$ cat src/rtl/dii_pkg.sv
package dii_pkg;
  typedef enum logic [1:0] {
    ISSUE_NONE = 2'd0,
    ISSUE_A    = 2'd1,
    ISSUE_BOTH = 2'd2
  } issue_e;

  // producer index p in stage s maps to select code 1 + 2*s + p (0 = register file)
  function automatic int unsigned fwd_code(int unsigned stage, int unsigned pipe);
    return 1 + 2 * stage + pipe;
  endfunction
endpackage

$ cat src/rtl/dii_fwd_select.sv
module dii_fwd_select #(
  parameter int unsigned REG_W   = 5,
  parameter int unsigned NSTAGES = 3,
  parameter int unsigned SEL_W   = 3
) (
  input  logic                         src_en_i,
  input  logic [REG_W-1:0]             src_i,
  input  logic [2*NSTAGES-1:0]         prod_we_i,
  input  logic [2*NSTAGES*REG_W-1:0]   prod_rd_i,
  input  logic [1:0]                   ex_load_i,
  output logic [SEL_W-1:0]             sel_o,
  output logic                         load_hit_o
);
  import dii_pkg::*;

  // scan oldest to youngest so the youngest match is the last write
  always_comb begin
    sel_o      = '0;
    load_hit_o = 1'b0;
    for (int s = NSTAGES - 1; s >= 0; s--) begin
      for (int p = 0; p < 2; p++) begin
        if (src_en_i && prod_we_i[2*s+p] &&
            prod_rd_i[(2*s+p)*REG_W +: REG_W] == src_i) begin
          sel_o      = SEL_W'(fwd_code(s, p));
          load_hit_o = (s == 0) && ex_load_i[p];
        end
      end
    end
  end
endmodule

$ cat src/rtl/dii_pair_check.sv
module dii_pair_check #(
  parameter int unsigned REG_W = 5
) (
  input  logic             a_valid_i,
  input  logic [REG_W-1:0] a_rd_i,
  input  logic             a_we_i,
  input  logic             a_mem_i,
  input  logic             a_load_hit_i,
  input  logic             b_valid_i,
  input  logic [REG_W-1:0] b_rs1_i,
  input  logic             b_rs1_en_i,
  input  logic [REG_W-1:0] b_rs2_i,
  input  logic             b_rs2_en_i,
  input  logic             b_mem_i,
  input  logic             b_load_hit_i,
  output dii_pkg::issue_e  issue_o,
  output logic             stall_o,
  output logic             struct_o,
  output logic             dep_o
);
  import dii_pkg::*;

  logic both_valid;
  logic raw_b_on_a;

  assign both_valid = a_valid_i && b_valid_i;
  assign raw_b_on_a = a_we_i && ((b_rs1_en_i && b_rs1_i == a_rd_i) ||
                                 (b_rs2_en_i && b_rs2_i == a_rd_i));

  assign stall_o  = a_valid_i && (a_load_hit_i || (b_valid_i && b_load_hit_i));
  assign struct_o = both_valid && a_mem_i && b_mem_i;
  assign dep_o    = both_valid && raw_b_on_a;

  always_comb begin
    if (!a_valid_i || stall_o)          issue_o = ISSUE_NONE;
    else if (!b_valid_i || dep_o || struct_o) issue_o = ISSUE_A;
    else                                issue_o = ISSUE_BOTH;
  end
endmodule

$ cat src/rtl/dual_issue_interlock.sv
module dual_issue_interlock #(
  parameter int unsigned REG_W = 5,
  localparam int unsigned NSTAGES = 3,
  localparam int unsigned NPROD   = 2 * NSTAGES,
  localparam int unsigned SEL_W   = $clog2(NPROD + 1)
) (
  input  logic             clk_i,
  input  logic             rst_ni,
  input  logic             a_valid_i,
  input  logic [REG_W-1:0] a_rs1_i,
  input  logic             a_rs1_en_i,
  input  logic [REG_W-1:0] a_rs2_i,
  input  logic             a_rs2_en_i,
  input  logic [REG_W-1:0] a_rd_i,
  input  logic             a_we_i,
  input  logic             a_mem_i,
  input  logic             b_valid_i,
  input  logic [REG_W-1:0] b_rs1_i,
  input  logic             b_rs1_en_i,
  input  logic [REG_W-1:0] b_rs2_i,
  input  logic             b_rs2_en_i,
  input  logic [REG_W-1:0] b_rd_i,
  input  logic             b_we_i,
  input  logic             b_mem_i,
  input  logic             ex_a_we_i,
  input  logic [REG_W-1:0] ex_a_rd_i,
  input  logic             ex_a_load_i,
  input  logic             ex_b_we_i,
  input  logic [REG_W-1:0] ex_b_rd_i,
  input  logic             ex_b_load_i,
  input  logic             mem_a_we_i,
  input  logic [REG_W-1:0] mem_a_rd_i,
  input  logic             mem_b_we_i,
  input  logic [REG_W-1:0] mem_b_rd_i,
  input  logic             wb_a_we_i,
  input  logic [REG_W-1:0] wb_a_rd_i,
  input  logic             wb_b_we_i,
  input  logic [REG_W-1:0] wb_b_rd_i,
  output logic             issue_a_o,
  output logic             issue_b_o,
  output logic             stall_o,
  output logic             struct_hazard_o,
  output logic             pair_dep_o,
  output logic [SEL_W-1:0] fwd_a1_o,
  output logic [SEL_W-1:0] fwd_a2_o,
  output logic [SEL_W-1:0] fwd_b1_o,
  output logic [SEL_W-1:0] fwd_b2_o
);
  import dii_pkg::*;

  localparam int unsigned NOPS = 4;

  logic [NPROD-1:0]       prod_we;
  logic [NPROD*REG_W-1:0] prod_rd;
  logic [1:0]             ex_load;
  logic [NOPS-1:0]        op_en;
  logic [REG_W-1:0]       op_src [NOPS];
  logic [SEL_W-1:0]       op_sel [NOPS];
  logic [NOPS-1:0]        op_load;
  logic [NOPS-1:0]        op_slot_b;

  // producer order: index 2*stage + pipe, stage 0 = execute
  assign prod_we = {wb_b_we_i, wb_a_we_i, mem_b_we_i, mem_a_we_i, ex_b_we_i, ex_a_we_i};
  assign prod_rd = {wb_b_rd_i, wb_a_rd_i, mem_b_rd_i, mem_a_rd_i, ex_b_rd_i, ex_a_rd_i};
  assign ex_load = {ex_b_we_i && ex_b_load_i, ex_a_we_i && ex_a_load_i};

  assign op_en     = {b_rs2_en_i, b_rs1_en_i, a_rs2_en_i, a_rs1_en_i};
  assign op_src[0] = a_rs1_i;
  assign op_src[1] = a_rs2_i;
  assign op_src[2] = b_rs1_i;
  assign op_src[3] = b_rs2_i;
  assign op_slot_b = 4'b1100;

  for (genvar g = 0; g < NOPS; g++) begin : g_op
    dii_fwd_select #(
      .REG_W  (REG_W),
      .NSTAGES(NSTAGES),
      .SEL_W  (SEL_W)
    ) u_sel (
      .src_en_i  (op_en[g]),
      .src_i     (op_src[g]),
      .prod_we_i (prod_we),
      .prod_rd_i (prod_rd),
      .ex_load_i (ex_load),
      .sel_o     (op_sel[g]),
      .load_hit_o(op_load[g])
    );
  end

  logic    a_load_hit, b_load_hit;
  issue_e  issue_d;
  logic    stall_d, struct_d, dep_d;

  assign a_load_hit = |(op_load & ~op_slot_b);
  assign b_load_hit = |(op_load & op_slot_b);

  dii_pair_check #(.REG_W(REG_W)) u_pair (
    .a_valid_i   (a_valid_i),
    .a_rd_i      (a_rd_i),
    .a_we_i      (a_we_i),
    .a_mem_i     (a_mem_i),
    .a_load_hit_i(a_load_hit),
    .b_valid_i   (b_valid_i),
    .b_rs1_i     (b_rs1_i),
    .b_rs1_en_i  (b_rs1_en_i),
    .b_rs2_i     (b_rs2_i),
    .b_rs2_en_i  (b_rs2_en_i),
    .b_mem_i     (b_mem_i),
    .b_load_hit_i(b_load_hit),
    .issue_o     (issue_d),
    .stall_o     (stall_d),
    .struct_o    (struct_d),
    .dep_o       (dep_d)
  );

  always_ff @(posedge clk_i or negedge rst_ni) begin
    if (!rst_ni) begin
      issue_a_o       <= 1'b0;
      issue_b_o       <= 1'b0;
      stall_o         <= 1'b0;
      struct_hazard_o <= 1'b0;
      pair_dep_o      <= 1'b0;
      fwd_a1_o        <= '0;
      fwd_a2_o        <= '0;
      fwd_b1_o        <= '0;
      fwd_b2_o        <= '0;
    end else begin
      issue_a_o       <= (issue_d != ISSUE_NONE);
      issue_b_o       <= (issue_d == ISSUE_BOTH);
      stall_o         <= stall_d;
      struct_hazard_o <= struct_d;
      pair_dep_o      <= dep_d;
      fwd_a1_o        <= op_sel[0];
      fwd_a2_o        <= op_sel[1];
      fwd_b1_o        <= op_sel[2];
      fwd_b2_o        <= op_sel[3];
    end
  end
endmodule

$ cat config.mk
export PLATFORM = sky130hd
export DESIGN_NAME = dual_issue_interlock
export DESIGN_NICKNAME = d
export VERILOG_FILES = /design/src/rtl/dii_pkg.sv /design/src/rtl/dii_fwd_select.sv /design/src/rtl/dii_pair_check.sv /design/src/rtl/dual_issue_interlock.sv
export SDC_FILE = /design/constraint.sdc
export NUM_CORES = 1
export LEC_CHECK = 0
export BUFFER_PORTS_ARGS = -buffer_cell sky130_fd_sc_hd__buf_2
export CAP_MARGIN = 5
export CORE_ASPECT_RATIO = 0.7
export CORE_MARGIN = 10
export CORE_UTILIZATION = 52
export DETAILED_ROUTE_END_ITERATION = 12
export HOLD_SLACK_MARGIN = 0.06
export PLACE_DENSITY_LB_ADDON = 0.12
export SLEW_MARGIN = 20
export SYNTH_ARGS = -nofsm -noshare
export SYNTH_HDL_FRONTEND = slang
export SYNTH_SLANG_ARGS = --single-unit
$ cat constraint.sdc
create_clock -name clk_i -period 0.9 [get_ports clk_i]
set_input_delay 0 -clock clk_i [delete_from_list [all_inputs] [get_ports clk_i]]
set_output_delay 0 -clock clk_i [all_outputs]
set_load 0.1 [all_outputs]
==> impl_metrics.env, run 1 <==
export IMPL_gp_congestion=1.021
export IMPL_port_buffer_count=90
export IMPL_synth_seq_cells=17
export IMPL_io_pins=97
export IMPL_cts_made_buffers=3
export IMPL_ys_types=33
export IMPL_yosysWarnings=0
export IMPL_root_buffer="clkbuf_8"
export IMPL_ys_async_sr_fraction_pct=100.0
export IMPL_synthCells=296
export IMPL_die_w_microns=101.1
export IMPL_stop_stage="global routing (5_1_grt)"
export IMPL_grt_max_degree=18
export IMPL_place_area_sq_um=3487
export IMPL_postGrtWorstEndpoint="issue_b_o$_DFF_PN0_/D"
export IMPL_avgSynthCellArea_sq_um=8.095
export IMPL_worst_ep_kind="register data pin"
export IMPL_status="did not finish"
export IMPL_std_cell_rows=20
export IMPL_htree_levels=1
export IMPL_initial_core_util_pct=54.40
export IMPL_ys_flop_type="dfrtp_1"
export IMPL_error="[ERROR DPL-0033] detailed placement checks failed during check placement."
export IMPL_yosysTopAreaCellShare_pct=23.76
export IMPL_yosysTopAreaCell="xnor2_1"
export IMPL_clock_path_buffers=2
export IMPL_synthesis_nets=376
export IMPL_dpl_hpwl_microns=8272
export IMPL_antenna_found_initial=2
export IMPL_syn_area_sq_um=2396
export IMPL_clock_sinks=17
export IMPL_synth_edf_count=0
export IMPL_dieHeight_microns=76.79
export IMPL_yosysSeqAreaShare_pct=17.75
export IMPL_ys_top_cells_by_area="xnor2_1 (24%), xor2_1 (23%), dfrtp_1 (18%)"
logic make-up after synthesis:
family,after synthesis,share of synthesized area [%]
XOR/XNOR,127,46.42
AND/OR/NAND/NOR,86,20.16
buffers and inverters,36,7.937
AO/OA/AOI/OAI,30,7.728
flip-flops,17,17.75
Yosys cell counts (all sizes together), types with 6 or more instances:
| cell type | number |
|---|---|
| dfrtp | 17 |
| nor4 | 16 |
| a21oi | 8 |
| xor2 | 62 |
| o21ai | 10 |
| clkbuf | 10 |
| nand4 | 26 |
| nand2 | 12 |
| nand3 | 8 |
| xnor2 | 65 |
| nor2 | 12 |
| buf | 23 |
| nand2b | 6 |
metrics by stage:
step	cells	util (%)	hold slack [ns]	setup slack (ns)
2_1_floorplan	296	-	-0.2956	-0.3006
4_1_cts	489	91.25	0.07693	-0.1915
3_3_place_gp	470	79.18	-0.07174	-0.5429
3_5_place_dp	470	79.18	-0.05136	-0.5677
timing repair:
action	in CTS
gates resized for setup	97
endpoints found under the setup margin	16
endpoints found under the hold margin	21
hold buffers	5
pin swaps	47
buffers inserted	11
==> run 2, diff against run 1 <==
--- a/config.mk
+++ b/config.mk
@@ -7,12 +7,10 @@
 export LEC_CHECK = 0
 export BUFFER_PORTS_ARGS = -buffer_cell sky130_fd_sc_hd__buf_2
 export CAP_MARGIN = 5
-export CORE_ASPECT_RATIO = 0.7
 export CORE_MARGIN = 10
-export CORE_UTILIZATION = 52
+export CORE_UTILIZATION = 37
 export DETAILED_ROUTE_END_ITERATION = 12
-export HOLD_SLACK_MARGIN = 0.06
-export PLACE_DENSITY_LB_ADDON = 0.12
+export PLACE_DENSITY_LB_ADDON = 0.15
 export SLEW_MARGIN = 20
 export SYNTH_ARGS = -nofsm -noshare
 export SYNTH_HDL_FRONTEND = slang
==> impl_metrics.env, run 2 <==
export IMPL_status="complete, but fails checks"
export IMPL_violations="negative setup slack"
export IMPL_stdcell_count=509
export IMPL_ys_async_sr_fraction_pct=100.0
export IMPL_max_cap_viol_count=0
export IMPL_cp_required_ns=1.08
export IMPL_cts_tree="yes"
export IMPL_place_area_sq_um=3570
export IMPL_dr_pass1_iters=6
export IMPL_finalSetupViolations=15
export IMPL_holdCritPathClass="in -> reg"
export IMPL_gp_congestion=0.8884
export IMPL_grt_pass1_wl_microns=14080
export IMPL_synth_compound_area_share_pct=7.728
export IMPL_num_antenna_cells=0
export IMPL_yosysTopAreaCellShare_pct=23.76
export IMPL_synth_xor_area_share_pct=46.42
export IMPL_dieArea_sq_um=10090
export IMPL_slew_violations=0
export IMPL_synthCells=296
export IMPL_overflow=0
export IMPL_synthSimpleGateAreaFrac_pct=20.16
export IMPL_grt_pass1_vias=2788
export IMPL_die_w_microns=100.5
export IMPL_drtAntennaViolNets=0
export IMPL_fin_nets=513
export IMPL_ys_top_cells_by_area="xnor2_1 (24%), xor2_1 (23%), dfrtp_1 (18%)"
export IMPL_ir_drop_v=0.0007790
export IMPL_vias=2646
export IMPL_post_place_ws_ns=-0.5470
export IMPL_dieHeight_microns=100.5
export IMPL_synthAdderAreaFrac_pct=0
export IMPL_avgViaCountPerCell=5.198
export IMPL_finalWorstSetupSlack_ns=-0.2630
export IMPL_yosysTopAreaCell="xnor2_1"
export IMPL_critPathMaxFanout=3
export IMPL_syn_area_sq_um=2396
export IMPL_synth_top_family_by_area="XOR/XNOR gates"
export IMPL_std_cell_rows=29
export IMPL_avgSynthCellArea_sq_um=8.095
export IMPL_layout_commonest_cell="buf_4"
export IMPL_drc=0
export IMPL_initial_core_util_pct=37.95
export IMPL_worst_pin_slew_ns=0.3562
export IMPL_synth_common_cells="xnor2_1 (65), xor2_1 (62), nand4_1 (26)"
export IMPL_critPathLaunchType="input port"
export IMPL_layout_drive_gt1_share_pct=48.38
export IMPL_finalCriticalPeriod_ns=1.163
export IMPL_port_buffer_count=90
export IMPL_finalSetupTns_ns=-1.749
export IMPL_ys_flop_type="dfrtp_1"
export IMPL_fin_crit_sh_pct=129.2
export IMPL_wl_microns=9191
export IMPL_yosysSeqAreaShare_pct=17.75
export IMPL_cts_made_buffers=3
export IMPL_htree_levels=1
export IMPL_synth_mux_area_share_pct=0
export IMPL_rsz0062_at_grt="yes"
export IMPL_io_pins=97
export IMPL_yosysWarnings=0
export IMPL_synth_edf_count=0
export IMPL_syn2layout_area_growth_pct=72.53
export IMPL_placedCellCount=496
export IMPL_power_uw=3148
export IMPL_p_leak_uw=0.001795
export IMPL_dpl_hpwl_microns=7577
export IMPL_timing_fmax_ghz=0.8598
export IMPL_antenna_found_initial=0
export IMPL_synth_most_common_cell="xnor2_1"
export IMPL_core_region_area_sq_um=6314
export IMPL_layout_common_cells="buf_4 (67), xnor2_1 (60), xor2_1 (58)"
export IMPL_ys_types=33
export IMPL_synth_seq_cells=17
export IMPL_cts_clk_slew_worst_paths_ns=0.06
export IMPL_max_slew_margin_pct=76.25
export IMPL_clock_path_buffers=2
export IMPL_critPathKind="in -> reg"
export IMPL_cp_end_kind="register"
export IMPL_final_area_sq_um=4134
export IMPL_wl_per_cell_microns=18.06
export IMPL_synthesis_nets=376
export IMPL_grt_max_degree=18
export IMPL_root_buffer="clkbuf_8"
export IMPL_p_per_area_nw_per_um2=761.4
export IMPL_drtIter0Drc=107
export IMPL_final_hold_viol_count=0
export IMPL_track_usage_pct=17.33
export IMPL_clock_sinks=17
export IMPL_crit_arrival_ns=1.35
==> run 2: worst paths after layout <==
kind	start	to	slack, ns	cells past startpoint
min in group asynchronous	rst_ni	fwd_a1_o[0]$_DFF_PN0_	0.20	2
worst min-delay path	a_valid_i	stall_o$_DFF_PN0_	0.01	2
max in group asynchronous	rst_ni	pair_dep_o$_DFF_PN0_	0.44	2
worst max-delay path	b_rs2_i[4]	stall_o$_DFF_PN0_	-0.26	8
==> run 2: routing by layer <==
layer	global-route usage, %	wire length [microns]	vias up
met1	21.09	3886	1250
li1	-	-	1274
met5	0	0	-
met3	3.841	598	13
met2	29.57	4487	109
met4	5.326	219	0
==> run 2: logic make-up (layout without fill, tap and decap cells) <==
group | after synthesis | count (layout)
buf+inv | 36 | 172
compound gates | 30 | 30
xor+xnor | 127 | 127
simple gates | 86 | 86
flops | 17 | 17
==> run 2: power by group <==
part           switching [uW]  leakage [uW]  internal (uW)
clock                     210     0.0000228            313
combinational             897       0.00154            922
sequential               18.0      0.000233            787
==> run 2: worst max-delay path, cell delays in order <==
cell     delay (ns)
buf_12         0.10
buf_12         0.11
xor2_1         0.13
nor4_1         0.30
nand4_1        0.17
o22ai_1        0.20
a32o_2         0.20
o21a_1         0.13
==> run 2: cell type report <==
cell class / instances / area (sq um)
well taps: 77 / 96.34
flip-flops and latches: 17 / 425.4
fillers: 543 / 2180
clock buffers: 4 / 45.04
repair buffers: 165 / 1585
multi-input cells: 243 / 1971
inverters: 3 / 11.26
==> run 2: what timing repair did <==
item	in CTS	in global routing
buffers inserted	9	3
endpoints found under the setup margin	16	16
hold buffers	1	0
hold endpoints to repair	17	0
resized for setup	74	48
pin swaps	42	30
==> run 2: stage by stage <==
| stage | util, % | hold WS [ns] |
|---|---|---|
| after floorplan | - | -0.2956 |
| after global placement | 56.54 | -0.07530 |
| after detailed placement | 56.54 | -0.07288 |
| after CTS | 62.43 | 0.003450 |
| after global routing | 65.48 | 0.02637 |
| final | 65.48 | 0.01410 |
(Power assumes the default switching activity.)
